**src/rtl/pseq_pkg.sv**
```systemverilog
package pseq_pkg;
   typedef enum logic [3:0] {
      ST_G3   = 4'd0,
      ST_S5   = 4'd1,
      ST_S3   = 4'd2,
      ST_S0   = 4'd3,
      ST_G3S5 = 4'd4,
      ST_S5S3 = 4'd5,
      ST_S3S0 = 4'd6,
      ST_S0S3 = 4'd7,
      ST_S3S5 = 4'd8,
      ST_S5G3 = 4'd9
   } pstate_e;

   typedef enum logic [1:0] {
      PH_SETTLE = 2'd0,
      PH_PULSE  = 2'd1,
      PH_WAIT   = 2'd2,
      PH_BOOT   = 2'd3
   } phase_e;

   function automatic int max2(input int a, input int b);
      return (a > b) ? a : b;
   endfunction
endpackage

```
**src/rtl/pseq_sync.sv**
```systemverilog
module pseq_sync #(
   parameter int               WIDTH   = 2,
   parameter int               STAGES  = 2,
   parameter logic [WIDTH-1:0] RST_VAL = '0
) (
   input  logic             clk,
   input  logic             rst_n,
   input  logic [WIDTH-1:0] d_async,
   output logic [WIDTH-1:0] q_sync
);
   logic [WIDTH-1:0] stg_q [STAGES];

   generate
      if (STAGES < 2) begin : g_bad_stages
         $error("pseq_sync needs at least two stages");
      end
      for (genvar s = 0; s < STAGES; s++) begin : g_stage
         always_ff @(posedge clk or negedge rst_n) begin
            if (!rst_n)      stg_q[s] <= RST_VAL;
            else if (s == 0) stg_q[s] <= d_async;
            else             stg_q[s] <= stg_q[(s > 0) ? s - 1 : 0];
         end
      end
   endgenerate

   assign q_sync = stg_q[STAGES-1];
endmodule

```
**src/rtl/pseq_ms_timer.sv**
```systemverilog
module pseq_ms_timer #(
   parameter int TICKS_PER_MS = 1,
   parameter int CW           = 8
) (
   input  logic          clk,
   input  logic          rst_n,
   input  logic          tick,
   input  logic          clear,
   output logic [CW-1:0] ms_cnt,
   output logic          ms_stb
);
   generate
      if (TICKS_PER_MS < 1) begin : g_bad_tpm
         $error("TICKS_PER_MS must be at least one");
      end
      if (TICKS_PER_MS == 1) begin : g_direct
         assign ms_stb = tick;
      end else begin : g_prescale
         localparam int PW = $clog2(TICKS_PER_MS);
         localparam logic [PW-1:0] PRE_LAST = PW'(TICKS_PER_MS - 1);
         logic [PW-1:0] pre_q;
         always_ff @(posedge clk or negedge rst_n) begin
            if (!rst_n)     pre_q <= '0;
            else if (clear) pre_q <= '0;
            else if (tick)  pre_q <= (pre_q == PRE_LAST) ? '0 : pre_q + 1'b1;
         end
         assign ms_stb = tick && (pre_q == PRE_LAST);
      end
   endgenerate

   always_ff @(posedge clk or negedge rst_n) begin
      if (!rst_n)                         ms_cnt <= '0;
      else if (clear)                     ms_cnt <= '0;
      else if (ms_stb && (ms_cnt != '1))  ms_cnt <= ms_cnt + 1'b1;
   end

   p_clear_zero_r12: assert property (@(posedge clk) disable iff (!rst_n)
      clear |=> (ms_cnt == '0));
   p_no_tick_hold_r12: assert property (@(posedge clk) disable iff (!rst_n)
      (!tick && !clear) |=> $stable(ms_cnt));
endmodule

```
**src/rtl/ap_power_seq.sv**
```systemverilog
module ap_power_seq
   import pseq_pkg::*;
#(
   parameter int TICKS_PER_MS = 1,
   parameter int SYNC_STAGES  = 2,
   parameter int SETTLE_MS    = 50,
   parameter int PULSE_MS     = 50,
   parameter int REL_WAIT_MS  = 300,
   parameter int BOOT_MS      = 500,
   parameter int RESUME_MS    = 1000,
   parameter int STABLE_MS    = 1,
   parameter int HOLD_MS      = 9000
) (
   input  logic       clk,
   input  logic       rst_n,
   input  logic       ms_tick,
   input  logic       ap_rst_ind_n,
   input  logic       ap_sleep_ind_n,
   input  logic       pwr_on_req,
   input  logic       force_off_req,
   output logic       sys_rst_od,
   output logic       pmic_en_od,
   output logic [3:0] state_code,
   output logic       state_valid
);
   localparam int MAX_MS = max2(max2(max2(SETTLE_MS, PULSE_MS), max2(REL_WAIT_MS, BOOT_MS)),
                                max2(max2(RESUME_MS, STABLE_MS), HOLD_MS));
   localparam int CW = $clog2(MAX_MS + 2);

   generate
      if (SETTLE_MS < 1 || PULSE_MS < 1 || REL_WAIT_MS < 1 || BOOT_MS < 1 ||
          RESUME_MS < 1 || STABLE_MS < 1 || HOLD_MS < 1) begin : g_bad_delay
         $error("all delays must be at least one millisecond");
      end
      if (STABLE_MS >= RESUME_MS) begin : g_bad_window
         $error("STABLE_MS must be shorter than RESUME_MS");
      end
   endgenerate

   // status synchronizers: bit 1 = reset line, bit 0 = sleep line
   logic [1:0] sync_q;
   pseq_sync #(.WIDTH(2), .STAGES(SYNC_STAGES), .RST_VAL(2'b00)) u_sync (
      .clk    (clk),
      .rst_n  (rst_n),
      .d_async({ap_rst_ind_n, ap_sleep_ind_n}),
      .q_sync (sync_q)
   );
   logic rst_free, slp_free;
   assign rst_free = sync_q[1];
   assign slp_free = sync_q[0];

   logic obs_off, obs_run;
   assign obs_off = !rst_free;
   assign obs_run = rst_free && slp_free;

   pstate_e state_q, state_n;
   phase_e  phase_q, phase_n;
   logic    seq_clear, force_fire, resume_to;
   logic [CW-1:0] seq_ms, hold_ms, stab_q;
   logic    seq_stb, hold_stb;
   logic    sys_rst_q, hold_q, valid_q;

   assign seq_clear  = (state_n != state_q) || (phase_n != phase_q);
   assign resume_to  = (state_q == ST_S3S0) && (state_n == ST_S0S3);
   assign force_fire = force_off_req || resume_to;

   pseq_ms_timer #(.TICKS_PER_MS(TICKS_PER_MS), .CW(CW)) u_seq_tmr (
      .clk(clk), .rst_n(rst_n), .tick(ms_tick), .clear(seq_clear),
      .ms_cnt(seq_ms), .ms_stb(seq_stb)
   );
   pseq_ms_timer #(.TICKS_PER_MS(TICKS_PER_MS), .CW(CW)) u_hold_tmr (
      .clk(clk), .rst_n(rst_n), .tick(ms_tick), .clear(force_fire),
      .ms_cnt(hold_ms), .ms_stb(hold_stb)
   );

   always_comb begin
      state_n = state_q;
      phase_n = phase_q;
      unique case (state_q)
         ST_G3:   if (!obs_off || pwr_on_req) state_n = ST_G3S5;
         ST_G3S5: state_n = ST_S5;
         ST_S5: begin
            state_n = ST_S5S3;
            phase_n = PH_SETTLE;
         end
         ST_S5S3: begin
            unique case (phase_q)
               PH_SETTLE: if (seq_ms >= CW'(SETTLE_MS)) phase_n = PH_PULSE;
               PH_PULSE:  if (seq_ms >= CW'(PULSE_MS))  phase_n = PH_WAIT;
               PH_WAIT: begin
                  if (rst_free)                           phase_n = PH_BOOT;
                  else if (seq_ms >= CW'(REL_WAIT_MS))    state_n = ST_S5G3;
               end
               PH_BOOT:   if (seq_ms >= CW'(BOOT_MS))   state_n = ST_S3;
               default:   phase_n = PH_SETTLE;
            endcase
         end
         ST_S3: begin
            if (obs_off)      state_n = ST_S3S5;
            else if (obs_run) state_n = ST_S3S0;
         end
         ST_S3S0: begin
            if (stab_q >= CW'(STABLE_MS))        state_n = ST_S0;
            else if (seq_ms >= CW'(RESUME_MS))   state_n = ST_S0S3;
         end
         ST_S0:   if (!obs_run) state_n = ST_S0S3;
         ST_S0S3: state_n = ST_S3;
         ST_S3S5: state_n = ST_S5G3;
         ST_S5G3: state_n = ST_G3;
         default: state_n = ST_G3;
      endcase
   end

   always_ff @(posedge clk or negedge rst_n) begin
      if (!rst_n) begin
         state_q   <= ST_G3;
         phase_q   <= PH_SETTLE;
         valid_q   <= 1'b0;
         stab_q    <= '0;
         sys_rst_q <= 1'b0;
         hold_q    <= 1'b0;
      end else begin
         state_q <= state_n;
         phase_q <= phase_n;
         valid_q <= (state_n != state_q);
         if (state_q != ST_S3S0 || !rst_free) stab_q <= '0;
         else if (seq_stb && stab_q != '1)    stab_q <= stab_q + 1'b1;
         if (force_fire)             sys_rst_q <= 1'b0;
         else if (state_q == ST_S5)  sys_rst_q <= 1'b1;
         if (force_fire)             hold_q <= 1'b0 | 1'b1;
         else if (pwr_on_req || state_q == ST_S5 || hold_ms >= CW'(HOLD_MS))
                                     hold_q <= 1'b0;
      end
   end

   assign sys_rst_od  = sys_rst_q;
   assign pmic_en_od  = !(hold_q || (state_q == ST_S5S3 && phase_q == PH_PULSE));
   assign state_code  = state_q;
   assign state_valid = valid_q;

   p_off_holds_r1: assert property (@(posedge clk) disable iff (!rst_n)
      (state_q == ST_G3 && !rst_free && !pwr_on_req) |=> (state_q == ST_G3));
   p_g3_exit_r3: assert property (@(posedge clk) disable iff (!rst_n)
      (state_q == ST_G3) |=> (state_q == ST_G3 || state_q == ST_G3S5));
   p_s5_onward_r3: assert property (@(posedge clk) disable iff (!rst_n)
      (state_q == ST_S5) |=> (state_q == ST_S5S3 && sys_rst_od));
   p_rst_up_in_pulse_r4: assert property (@(posedge clk) disable iff (!rst_n)
      (state_q == ST_S5S3 && phase_q == PH_PULSE && !force_off_req) |=> sys_rst_od);
   p_run_entry_r7: assert property (@(posedge clk) disable iff (!rst_n)
      (state_q != ST_S0) |=> (state_q != ST_S0 || $past(state_q) == ST_S3S0));
   p_skip_s5_r8: assert property (@(posedge clk) disable iff (!rst_n)
      (state_q == ST_S3S5) |=> (state_q == ST_S5G3));
   p_force_low_r9: assert property (@(posedge clk) disable iff (!rst_n)
      force_off_req |=> (!sys_rst_od && !pmic_en_od));
   p_release_r10: assert property (@(posedge clk) disable iff (!rst_n)
      (pwr_on_req && !force_off_req && !resume_to) |=> pmic_en_od);
   p_strobe_r11: assert property (@(posedge clk) disable iff (!rst_n)
      !$stable(state_code) |-> state_valid);
endmodule

```
**config.mk**
```make
export PLATFORM = sky130hd
export DESIGN_NAME = ap_power_seq
export DESIGN_NICKNAME = d
export VERILOG_FILES = /design/src/rtl/pseq_pkg.sv /design/src/rtl/pseq_sync.sv /design/src/rtl/pseq_ms_timer.sv /design/src/rtl/ap_power_seq.sv
export SDC_FILE = /design/constraint.sdc
export NUM_CORES = 1
export LEC_CHECK = 0
export ABC_CLOCK_PERIOD_IN_PS = 4000
export BUFFER_PORTS_ARGS = -buffer_cell sky130_fd_sc_hd__buf_2
export CORE_ASPECT_RATIO = 0.75
export CORE_MARGIN = 4
export CORE_UTILIZATION = 55
export CTS_BUF_LIST = sky130_fd_sc_hd__clkbuf_8
export CTS_CLUSTER_SIZE = 10
export DETAILED_ROUTE_END_ITERATION = 12
export PLACE_DENSITY_LB_ADDON = 0.15
export SETUP_SLACK_MARGIN = 0.3
export SYNTH_ARGS = -nofsm -noshare
export SYNTH_HDL_FRONTEND = slang
export SYNTH_SLANG_ARGS = --single-unit
```
**constraint.sdc**
```tcl
create_clock -name clk -period 4 [get_ports clk]
set_clock_uncertainty 0.05 [all_clocks]
set_input_delay 0.8 -clock clk [delete_from_list [all_inputs] [get_ports clk]]
set_output_delay 0.8 -clock clk [all_outputs]
set_load 0.01 [all_outputs]
```
==> out/qor.yml <==
wl_per_cell_um: 14.7
tritoncts: "built"
slew_headroom_pct: 53.7
p_per_area_mw_per_mm2: 352
die_x_um: 97.1
multi_input_area_mm2: 0.00177
synthFlopType: "dfrtp_1"
nets: 375
setup_viol: 0
setup.worst_path.class: "flip-flop to flip-flop"
drc_errors: 0
setup_tns_ps: 0
yosys_register_bits: 55
num_rows: 24
firstDrtPassIters: 4
antenna_found_initial: 0
start_util_pct: 56.5
gp_congestion: 0.866
ctsResizeCount: 0
critPathRequiredTime_ps: 4160
core_mm2: 0.00580
drv_cap: 0
ant_nets: 0
die_y_um: 74.8
finalMaxSlewViolations: 0
postCtsSetupRepairBufs: 0
hp-class: "flip-flop to flip-flop"
cts_sinks: 55
ctsHoldBuffers: 0
cts-root-buf: "clkbuf_8"
viasPerCell: 5.80
yosys_warnings: 0
htreeDepth: 2
drtIter0Drc: 139
regArea_mm2: 0.00138
ios: 14
grt_pass1_wl_mm: 11.2
max_freq_ghz: 0.373
synth_fp_nets: 369
synth-edff-count: 0
placed_cells: 431
fin_area_mm2: 0.00345
nFillCells: 531
grt_start_max_net_pins: 32
first_global_vias: 2410
cts_made_buffers: 5
syn2layout_area_growth_pct: 5.19
insertion_delay_ps: 300
wl_mm: 6.47
port_buffers: 13
final_cells: 439
async_flop_share_pct: 100
netlist_instances: 354
place_area_mm2: 0.00336
startpoint_type: "flip-flop"
worstPathArrival_ps: 2840
path_max_fanout: 13
min_period_ps: 2680
synth_area_per_cell_um2: 9.26
clk_path_buf_depth: 2
overflow: 0
crit_path_end_kind: "flip-flop"
hold_violations: 0
diodes: 0
clk_pin_slew_ps: 100
yosys.cell_types.count: 57
ir_drop_v: 0.000231
yosysSeqAreaShare_pct: 42.0
status: "finished, final reports clean"
layout-drive-gt1-share_pct: 11.6
syn_area_mm2: 0.00328
post-route-period-util_pct: 67.0
dp_hpwl_mm: 4.58
tightest_slew_ps: 693
vias: 2545
dieArea_mm2: 0.00727
grt_usage_pct: 18.7
power.total_w: 0.00122
p_leak_nw: 1.42
rsz0062_at_grt: "false"
## kinds of logic (layout without fill, tap and decap cells)
group | count (synthesis) | after routing | synth area share (%)
multiplexers | 4 | 4 | 1.37
flip-flops | 55 | 55 | 42.0
AO/OA/AOI/OAI | 49 | 49 | 10.9
adder cells (fa/ha/maj) | 8 | 8 | 3.05
XOR/XNOR | 33 | 33 | 8.82
buffers and inverters | 27 | 34 | 3.97
AND/OR/NAND/NOR | 178 | 178 | 29.9
## Yosys cell counts, drive strengths merged (5+ instances only)
library cell	count	share of area, %
xnor2	15	4.0
clkbuf	8	0.92
a21oi	13	2.3
nor2	50	5.7
nor4	6	1.8
o21ai	10	1.5
nor3	23	5.1
nand2	30	3.4
dfrtp	55	42
nand4	16	3.1
buf	7	1.7
ha	8	3.1
nand3	20	3.2
inv	12	1.4
xor2	18	4.8
or3	5	1.1
## sequential cells by signal, summed over array words and instances (netlist names)
name,cells
u_sync.q_sync,2
u_hold_tmr.ms_cnt,14
state_code,4
hold_q,1
state_valid,1
u_sync.stg_q,2
stab_q,14
sys_rst_od,1
phase_q,2
u_seq_tmr.ms_cnt,14
## power breakdown
group / switching, W / internal [W] / total (W) / leakage [nW]
Combinational: 0.000147 / 0.0000959 / 0.000243 / 0.641
Sequential: 0.0000758 / 0.000598 / 0.000674 / 0.730
Clock: 0.000178 / 0.000120 / 0.000298 / 0.0453
Total: 0.000400 / 0.000815 / 0.00122 / 1.42
## cell type report
cell class / instances / share of cell area, %
clock buffers: 5 / 2.00
clock inverters: 3 / 0.472
inverters: 12 / 1.31
multi-input cells: 272 / 51.4
flip-flops and latches: 55 / 39.9
well taps: 78 / 2.83
repair buffers: 14 / 2.11
## layout by cell type (no fill, tap or decap), types with 3 or more instances in the layout
cell	Yosys	layout
mux2i_1	3	3
and2_1	4	4
buf_2	2	13
nor3_1	14	14
nor3b_1	3	3
nand4_1	16	16
inv_1	12	13
and4_1	3	3
xor2_1	18	18
o21ai_0	10	10
nor2_1	50	50
ha_1	8	8
o41ai_1	3	3
xnor2_1	15	15
nor3_2	8	8
nand3_1	19	19
or4_1	3	3
nand2_1	30	30
clkbuf_8	0	5
or3_1	4	4
nor4_1	4	4
a31oi_1	4	4
and3_1	3	3
a21oi_1	12	12
dfrtp_1	55	55
## routing by layer
layer | global-route usage, % | vias to the layer above | share of wire (%)
li1 | - | 1274 | -
met1 | 27.2 | 1247 | 52
met2 | 30.4 | 22 | 46
met3 | 3.15 | 2 | 2.3
met4 | 3.12 | 0 | 0.34
met5 | 0 | - | 0
## critical path, stage by stage (launching register included)
cell      delay [ps]
dfrtp_1          410
inv_1             80
ha_1             180
nor4b_1          210
and4_1           360
a41oi_1          140
o221ai_1         320
nand2_1          480
nor4_2           360
## metrics by stage
step / utilization [%] / setup WS, ps / hold WS [ps]
6_report: 59.5 / 1320 / 301
5_1_grt: 59.5 / 1060 / 312
4_1_cts: 59.5 / 1310 / 309
3_5_place_dp: 58.0 / 1340 / 286
3_3_place_gp: 58.0 / 1440 / 284
2_1_floorplan: - / 1770 / 281
## path summary, 6_finish.rpt
kind / start / end / slack [ps] / depth (start not counted)
max: stab_q[1] / u_seq_tmr.ms_cnt[2] / 1320 / 8
min: u_sync.stg_q[3] / u_sync.q_sync[1] / 300 / 0
max reg2reg: stab_q[1] / u_seq_tmr.ms_cnt[2] / 1320 / 8
min reg2reg: u_sync.stg_q[3] / u_sync.q_sync[1] / 300 / 0
max in group asynchronous: rst_n / stab_q[3] / 2670 / 2
min in group asynchronous: rst_n / u_seq_tmr.ms_cnt[4] / 430 / 1
Power figures use the tool's default switching activity.
